$ cat src/rtl/qdac_pkg.sv
package qdac_pkg;
  localparam int unsigned CODE_W = 12;
  localparam int unsigned BUS_W  = 8;
  localparam int unsigned LO_W   = BUS_W;
  localparam int unsigned HI_W   = CODE_W - BUS_W;

  typedef logic [CODE_W-1:0] code_t;
  typedef logic [BUS_W-1:0]  bus_t;

  // Mid-scale code: zero output in offset binary
  localparam code_t MID_CODE = code_t'(1) << (CODE_W - 1);

  typedef enum logic [1:0] {OM_HOLD, OM_LOAD, OM_THRU} out_mode_e;

  // Replace one half of a channel word with bus data
  function automatic code_t merge_half(code_t cur, logic hi_sel, bus_t d);
    code_t r;
    r = cur;
    if (hi_sel) r[CODE_W-1:LO_W] = d[HI_W-1:0];
    else        r[LO_W-1:0]      = d;
    return r;
  endfunction

  // Output rank behaviour from the synchronised active-low controls
  function automatic out_mode_e decode_mode(logic cs_q, logic wr_q, logic le_q);
    if (cs_q || le_q) return OM_HOLD;
    return wr_q ? OM_LOAD : OM_THRU;
  endfunction
endpackage

$ cat src/rtl/qdac_sync.sv
module qdac_sync #(
  parameter int unsigned W      = 3,
  parameter int unsigned STAGES = 2
) (
  input  logic         clk,
  input  logic         clr_n,
  input  logic [W-1:0] d,
  output logic [W-1:0] q
);
  logic [W-1:0] pipe [STAGES];

  // Controls are active low: reset to the inactive level
  always_ff @(posedge clk or negedge clr_n) begin
    if (!clr_n) begin
      for (int i = 0; i < STAGES; i++) pipe[i] <= '1;
    end else begin
      pipe[0] <= d;
      for (int i = 1; i < STAGES; i++) pipe[i] <= pipe[i-1];
    end
  end

  assign q = pipe[STAGES-1];
endmodule

$ cat src/rtl/qdac_bus_front.sv
module qdac_bus_front import qdac_pkg::*; #(
  parameter int unsigned NCH = 4,
  parameter int unsigned AW  = 3
) (
  input  logic              clk,
  input  logic              clr_n,
  input  logic              cs_q,
  input  logic              wr_q,
  input  logic [AW-1:0]     addr,
  input  bus_t              din,
  output logic [AW-1:0]     stg_addr,
  output bus_t              stg_data,
  output logic              wr_evt,
  output logic [2*NCH-1:0]  we_vec
);
  localparam int unsigned NHALF = 2 * NCH;

  logic wr_d;

  always_ff @(posedge clk or negedge clr_n) begin
    if (!clr_n) begin
      wr_d     <= 1'b1;
      stg_addr <= '0;
      stg_data <= '0;
    end else begin
      wr_d <= wr_q;
      if (!cs_q && !wr_q) begin
        stg_addr <= addr;
        stg_data <= din;
      end
    end
  end

  // Write strobe returning high while selected
  assign wr_evt = wr_q && !wr_d && !cs_q;

  for (genvar h = 0; h < NHALF; h++) begin : g_we
    assign we_vec[h] = wr_evt && (stg_addr == AW'(h));
  end
endmodule

$ cat src/rtl/qdac_in_rank.sv
module qdac_in_rank import qdac_pkg::*; #(
  parameter int unsigned NCH = 4,
  parameter int unsigned AW  = 3
) (
  input  logic              clk,
  input  logic              clr_n,
  input  logic [2*NCH-1:0]  we_vec,
  input  logic [AW-1:0]     stg_addr,
  input  bus_t              stg_data,
  output code_t [NCH-1:0]   in_cur,
  output code_t [NCH-1:0]   in_nxt,
  output code_t [NCH-1:0]   in_view
);
  localparam int unsigned CW = AW - 1;

  for (genvar c = 0; c < NCH; c++) begin : g_ch
    code_t cur_r;
    code_t nxt_c;

    always_comb begin
      nxt_c = cur_r;
      if (we_vec[2*c])   nxt_c = merge_half(cur_r, 1'b0, stg_data);
      if (we_vec[2*c+1]) nxt_c = merge_half(cur_r, 1'b1, stg_data);
    end

    always_ff @(posedge clk or negedge clr_n) begin
      if (!clr_n) cur_r <= '0;
      else        cur_r <= nxt_c;
    end

    assign in_cur[c]  = cur_r;
    assign in_nxt[c]  = nxt_c;
    // What this channel would hold if the pending half landed now
    assign in_view[c] = (stg_addr[AW-1:1] == CW'(c))
                        ? merge_half(cur_r, stg_addr[0], stg_data) : cur_r;
  end
endmodule

$ cat src/rtl/qdac_out_rank.sv
module qdac_out_rank import qdac_pkg::*; #(
  parameter int unsigned NCH = 4
) (
  input  logic            clk,
  input  logic            clr_n,
  input  out_mode_e       mode,
  input  code_t [NCH-1:0] in_nxt,
  input  code_t [NCH-1:0] in_view,
  output code_t [NCH-1:0] codes,
  output logic            upd
);
  code_t [NCH-1:0] nxt;

  always_comb begin
    case (mode)
      OM_LOAD: nxt = in_nxt;
      OM_THRU: nxt = in_view;
      default: nxt = codes;
    endcase
  end

  always_ff @(posedge clk or negedge clr_n) begin
    if (!clr_n) begin
      codes <= {NCH{MID_CODE}};
      upd   <= 1'b0;
    end else begin
      codes <= nxt;
      upd   <= (nxt != codes);
    end
  end
endmodule

$ cat src/rtl/quad_dac_frontend.sv
module quad_dac_frontend import qdac_pkg::*; #(
  parameter  int unsigned NCH         = 4,
  parameter  int unsigned SYNC_STAGES = 2,
  localparam int unsigned AW          = $clog2(NCH) + 1
) (
  input  logic                  clk,
  input  logic                  clr_n,
  input  logic                  cs_n,
  input  logic                  wr_n,
  input  logic                  le_n,
  input  logic [AW-1:0]         addr,
  input  logic [BUS_W-1:0]      din,
  output logic [NCH*CODE_W-1:0] codes_o,
  output logic                  upd_o
);
  logic [2:0] ctl_q;
  logic       cs_q, wr_q, le_q;

  qdac_sync #(.W(3), .STAGES(SYNC_STAGES)) u_sync (
    .clk(clk), .clr_n(clr_n), .d({cs_n, wr_n, le_n}), .q(ctl_q)
  );
  assign cs_q = ctl_q[2];
  assign wr_q = ctl_q[1];
  assign le_q = ctl_q[0];

  logic [AW-1:0]    stg_addr;
  bus_t             stg_data;
  logic             wr_evt;
  logic [2*NCH-1:0] we_vec;

  qdac_bus_front #(.NCH(NCH), .AW(AW)) u_front (
    .clk(clk), .clr_n(clr_n), .cs_q(cs_q), .wr_q(wr_q),
    .addr(addr), .din(din), .stg_addr(stg_addr), .stg_data(stg_data),
    .wr_evt(wr_evt), .we_vec(we_vec)
  );

  code_t [NCH-1:0] in_cur, in_nxt, in_view, code_r;

  qdac_in_rank #(.NCH(NCH), .AW(AW)) u_in (
    .clk(clk), .clr_n(clr_n), .we_vec(we_vec), .stg_addr(stg_addr),
    .stg_data(stg_data), .in_cur(in_cur), .in_nxt(in_nxt), .in_view(in_view)
  );

  out_mode_e mode;
  assign mode = decode_mode(cs_q, wr_q, le_q);

  qdac_out_rank #(.NCH(NCH)) u_out (
    .clk(clk), .clr_n(clr_n), .mode(mode), .in_nxt(in_nxt),
    .in_view(in_view), .codes(code_r), .upd(upd_o)
  );

  logic [NCH*CODE_W-1:0] in_flat;
  assign in_flat = in_cur;
  assign codes_o = code_r;
endmodule

$ cat config.mk
export PLATFORM = sky130hd
export DESIGN_NAME = quad_dac_frontend
export DESIGN_NICKNAME = d
export VERILOG_FILES = /design/src/rtl/qdac_pkg.sv /design/src/rtl/qdac_sync.sv /design/src/rtl/qdac_bus_front.sv /design/src/rtl/qdac_in_rank.sv /design/src/rtl/qdac_out_rank.sv /design/src/rtl/quad_dac_frontend.sv
export SDC_FILE = /design/constraint.sdc
export NUM_CORES = 1
export LEC_CHECK = 0
export ABC_AREA = 1
export BUFFER_PORTS_ARGS = -buffer_cell sky130_fd_sc_hd__clkbuf_2
export CAP_MARGIN = 10
export CORE_MARGIN = 4
export CORE_UTILIZATION = 38
export CTS_BUF_LIST = sky130_fd_sc_hd__clkbuf_4 sky130_fd_sc_hd__clkbuf_8 sky130_fd_sc_hd__clkbuf_16
export CTS_CLUSTER_SIZE = 8
export DETAILED_ROUTE_END_ITERATION = 6
export GPL_TIMING_DRIVEN = 0
export PLACE_DENSITY = 0.66
export SKIP_LAST_GASP = 1
export SYNTH_ARGS = -nofsm -noshare
export SYNTH_HDL_FRONTEND = slang
export SYNTH_SLANG_ARGS = --single-unit
export TNS_END_PERCENT = 10
$ cat constraint.sdc
create_clock -name clk -period 1.95 [get_ports clk]
set_input_delay 0.195 -clock clk [delete_from_list [all_inputs] [get_ports clk]]
set_output_delay 0.195 -clock clk [all_outputs]
set_load 0.03 [all_outputs]
==> impl_results.md <==
- GRT Total Usage: 0.2509
- Number of synthesis warnings: 0
- Seq/Total Area, Yosys: 0.4353
- Most common cell on crit path: nand2_1
- Worst path arrival time: 2.61 ns
- H-tree depth: 4
- Core footprint: 0.01724 sq mm
- Design area: 0.009363 sq mm
- Most frequent cells in the layout: nand2_1, inv_1, dfrtp_1
- Post-synth top area share: 0.3918
- Max VDD drop: 0.0006802 V
- Netlist Area Pre-Place: 0.006643 sq mm
- Final Hold Viols: 0
- Clock transition at path regs: 0.06 ns
- DIE AREA: 0.01966 sq mm
- Root Buffer Master: clkbuf_16
- Boundary pin count: 65
- Crit Path Max Fanout: 8
- Total stage count of the critical path: 17
- Commonest non-fill, non-tap cell in the layout: nand2_1
- # setup viols final: 2
- DRT iter0 DRCs: 793
- CP top delay family: simple AND/OR/NAND/NOR gates
- Vias/cell: 5.273
- CP Buf/Inv Count: 3
- Synth area leaders: dfrtp_1, nand2_1, nand3_1, inv_1, nor2_1
- Hold slack: 0.006613 ns
- CTS max path bufs: 2
- Critical path endpoint category: flop
- First-pass GRT wire length: 37,960 microns
- CTS buffer count: 17
- Final WS setup: -0.3608 ns
- Clk sinks: 115
- Leak: 4.832 nW
- Fill cells: 1,557
- Clock skew: 0.006155 ns
- Total Negative Setup Slacks: -0.5677 ns
- Post-Syn Nets: 1,000
- Pin count of the biggest net entering global routing: 101
- DR pass1 iterations: 6
- Hpwl dp: 16,430 microns
- Critical path class: flop to flop
- Final-report max-slew violation count: 0
- Cell taking the most area after synthesis: dfrtp_1
- Row count: 48
- Reg2reg path depth: 17
- Fmax: 432.8 MHz
- Area of the multi-input gates: 0.003764 sq mm
- Die span in y: 140.2 microns
- Register area: 0.002893 sq mm
- Area post-placement: 0.007281 sq mm
- Final ANT Viol Nets: 0
- Startpoint Class: flop
- ANT cells: 0
- Worst EP required: 2.25 ns
- Routed via count: 7,224
- Clk Latency, worst-skew pair: 0.43 ns
- Vias in the first global route: 6,964
- Share of layout cells above drive strength 1: 0.2969
- CTS tree: yes
- Worst Hold Class: input port to flop
- GR Overflow Total: 0
- Fin crit share: 1.185
- Failing checks: setup timing
- Hold Path Depth: 3
- Outcome: finished with violations
- Post-route DRC: 0
- Slowest cell delay on critical path: 0.56 ns
- Final min period: 2.311 ns
- Worst slew pin tran: 0.5968 ns
- Die width: 140.2 microns
- Worst-path cell chain: inv_4 -> nand2_4 -> nor2_4 -> buf_12 -> buf_12 -> nand2_8 -> nand2_1 -> nand3_1 -> nand2_1 -> nand2_1 -> nand2_1 -> nor2_1 -> nand2_1 -> nor2_1 -> nand2_1 -> nor2_1 -> nand2_1
- RePlAce Congestion: 0.9557
- Slew HR: 0.6021
- #FFs+latches synth: 115
- IO buf count: 64
- Initial Utilization: 0.3854
- Syn_area_per_cell: 6.751 sq um
- Crit-path slowest cell: dfstp_2
- Final layout net count: 1,148
- RSZ-0062 raised after global routing: true
- Max-cap violations: 0
- Pwr/cell area: 1064 mW/mm^2
- Mapped Cells: 984
- Synth-to-layout area growth: 40.95%
- Wire per inst: 18.18 microns
- Routed wire length: 24,910 microns
- Distinct cell type count after synthesis: 26
- Initial antenna violation count: 0
worst register-to-register path, stage by stage, from the launching register on:
cell,delay (ns)
dfstp_2,0.56
inv_4,0.07
nand2_4,0.09
nor2_4,0.04
buf_12,0.14
buf_12,0.15
nand2_8,0.09
nand2_1,0.07
nand3_1,0.10
nand2_1,0.06
nand2_1,0.15
nand2_1,0.07
nor2_1,0.08
nand2_1,0.05
nor2_1,0.09
nand2_1,0.12
nor2_1,0.14
nand2_1,0.10
cells in the mapped netlist:
library cell and instances:
a21oi_1 30, dfstp_2 11, nand2_1 391, a31oi_1 1, o21ai_1 4, o211ai_1 8
nand3b_1 9, inv_2 3, or2_2 3, inv_1 110, buf_2 13, buf_4 5
nand3_2 1, o21ai_0 21, nor2_4 8, nor2_2 4, nand2_2 4, nand3_1 121
nand4_1 16, clkbuf_1 15, nand2_4 1, a21boi_0 7, buf_1 1, dfrtp_1 104
clkinv_1 1, nor2_1 92
logic make-up after synthesis:
family | share of synthesized area
buffers and inverters | 0.08890
flip-flops | 0.4353
AO/OA/AOI/OAI | 0.05933
AND/OR/NAND/NOR | 0.4165
worst paths after layout:
check	start	to	slack [ns]
max in group asynchronous	clr_n	u_front.stg_addr[0]	1.02
min in group asynchronous	clr_n	u_out.codes[9]	0.18
min reg2reg	u_sync.pipe[5]	u_sync.q[2]	0.35
max	u_sync.q[2]	u_out.upd	-0.36
max reg2reg	u_sync.q[2]	u_out.upd	-0.36
min	din[2]	u_front.stg_data[2]	0.007
final cells by class:
type                       instances  share of cell area
clock buffer                      22             0.05145
sequential                       115              0.3090
multi-input combinational        721              0.4020
tap                              225             0.03007
clock inverter                    10             0.01898
inverter                         114             0.04744
buffer                            31             0.02967
timing repair buffer             132              0.1115
through the flow:
step	std cells	util	total power [mW]	setup WS, ns
global route	1370	0.5432	10.44	-0.4681
floorplan	984	-	5.038	0.04934
detailed placement	1274	0.4224	5.866	-0.8388
finish	1370	0.5432	9.959	-0.3608
global placement	1273	0.4203	5.809	-1.181
CTS	1357	0.5218	9.740	-0.3158
per-layer routing:
layer,share of wire,GRT usage,vias to the layer above
li1,-,-,3402
met3,0.088,0.06043,94
met1,0.41,0.3311,3368
met5,0,0,-
met2,0.46,0.3914,360
met4,0.042,0.1132,0
state kept, by name (all words and copies together), names as in the netlist:
signal,count
u_front.wr_d,1
u_sync.pipe,3
u_out.codes,48
u_front.stg_addr,3
u_sync.q,3
u_in.g_ch.cur_r,48
u_front.stg_data,8
u_out.upd,1
where the power goes:
part           total (mW)  internal (mW)  switching [mW]
Combinational        3.10           1.04            2.06
Clock                3.54           2.39            1.15
Sequential           3.32           2.90           0.413
repair_timing:
item                                    CTS  global route
gates cloned                              1             2
resized for setup                       162            65
endpoints found under the setup margin   33             2
hold endpoints to repair                 54             0
hold buffers                             10             0
buffers inserted                         41            13
pin swaps                                56            36
Note: power is estimated with default switching activity, not from simulation.
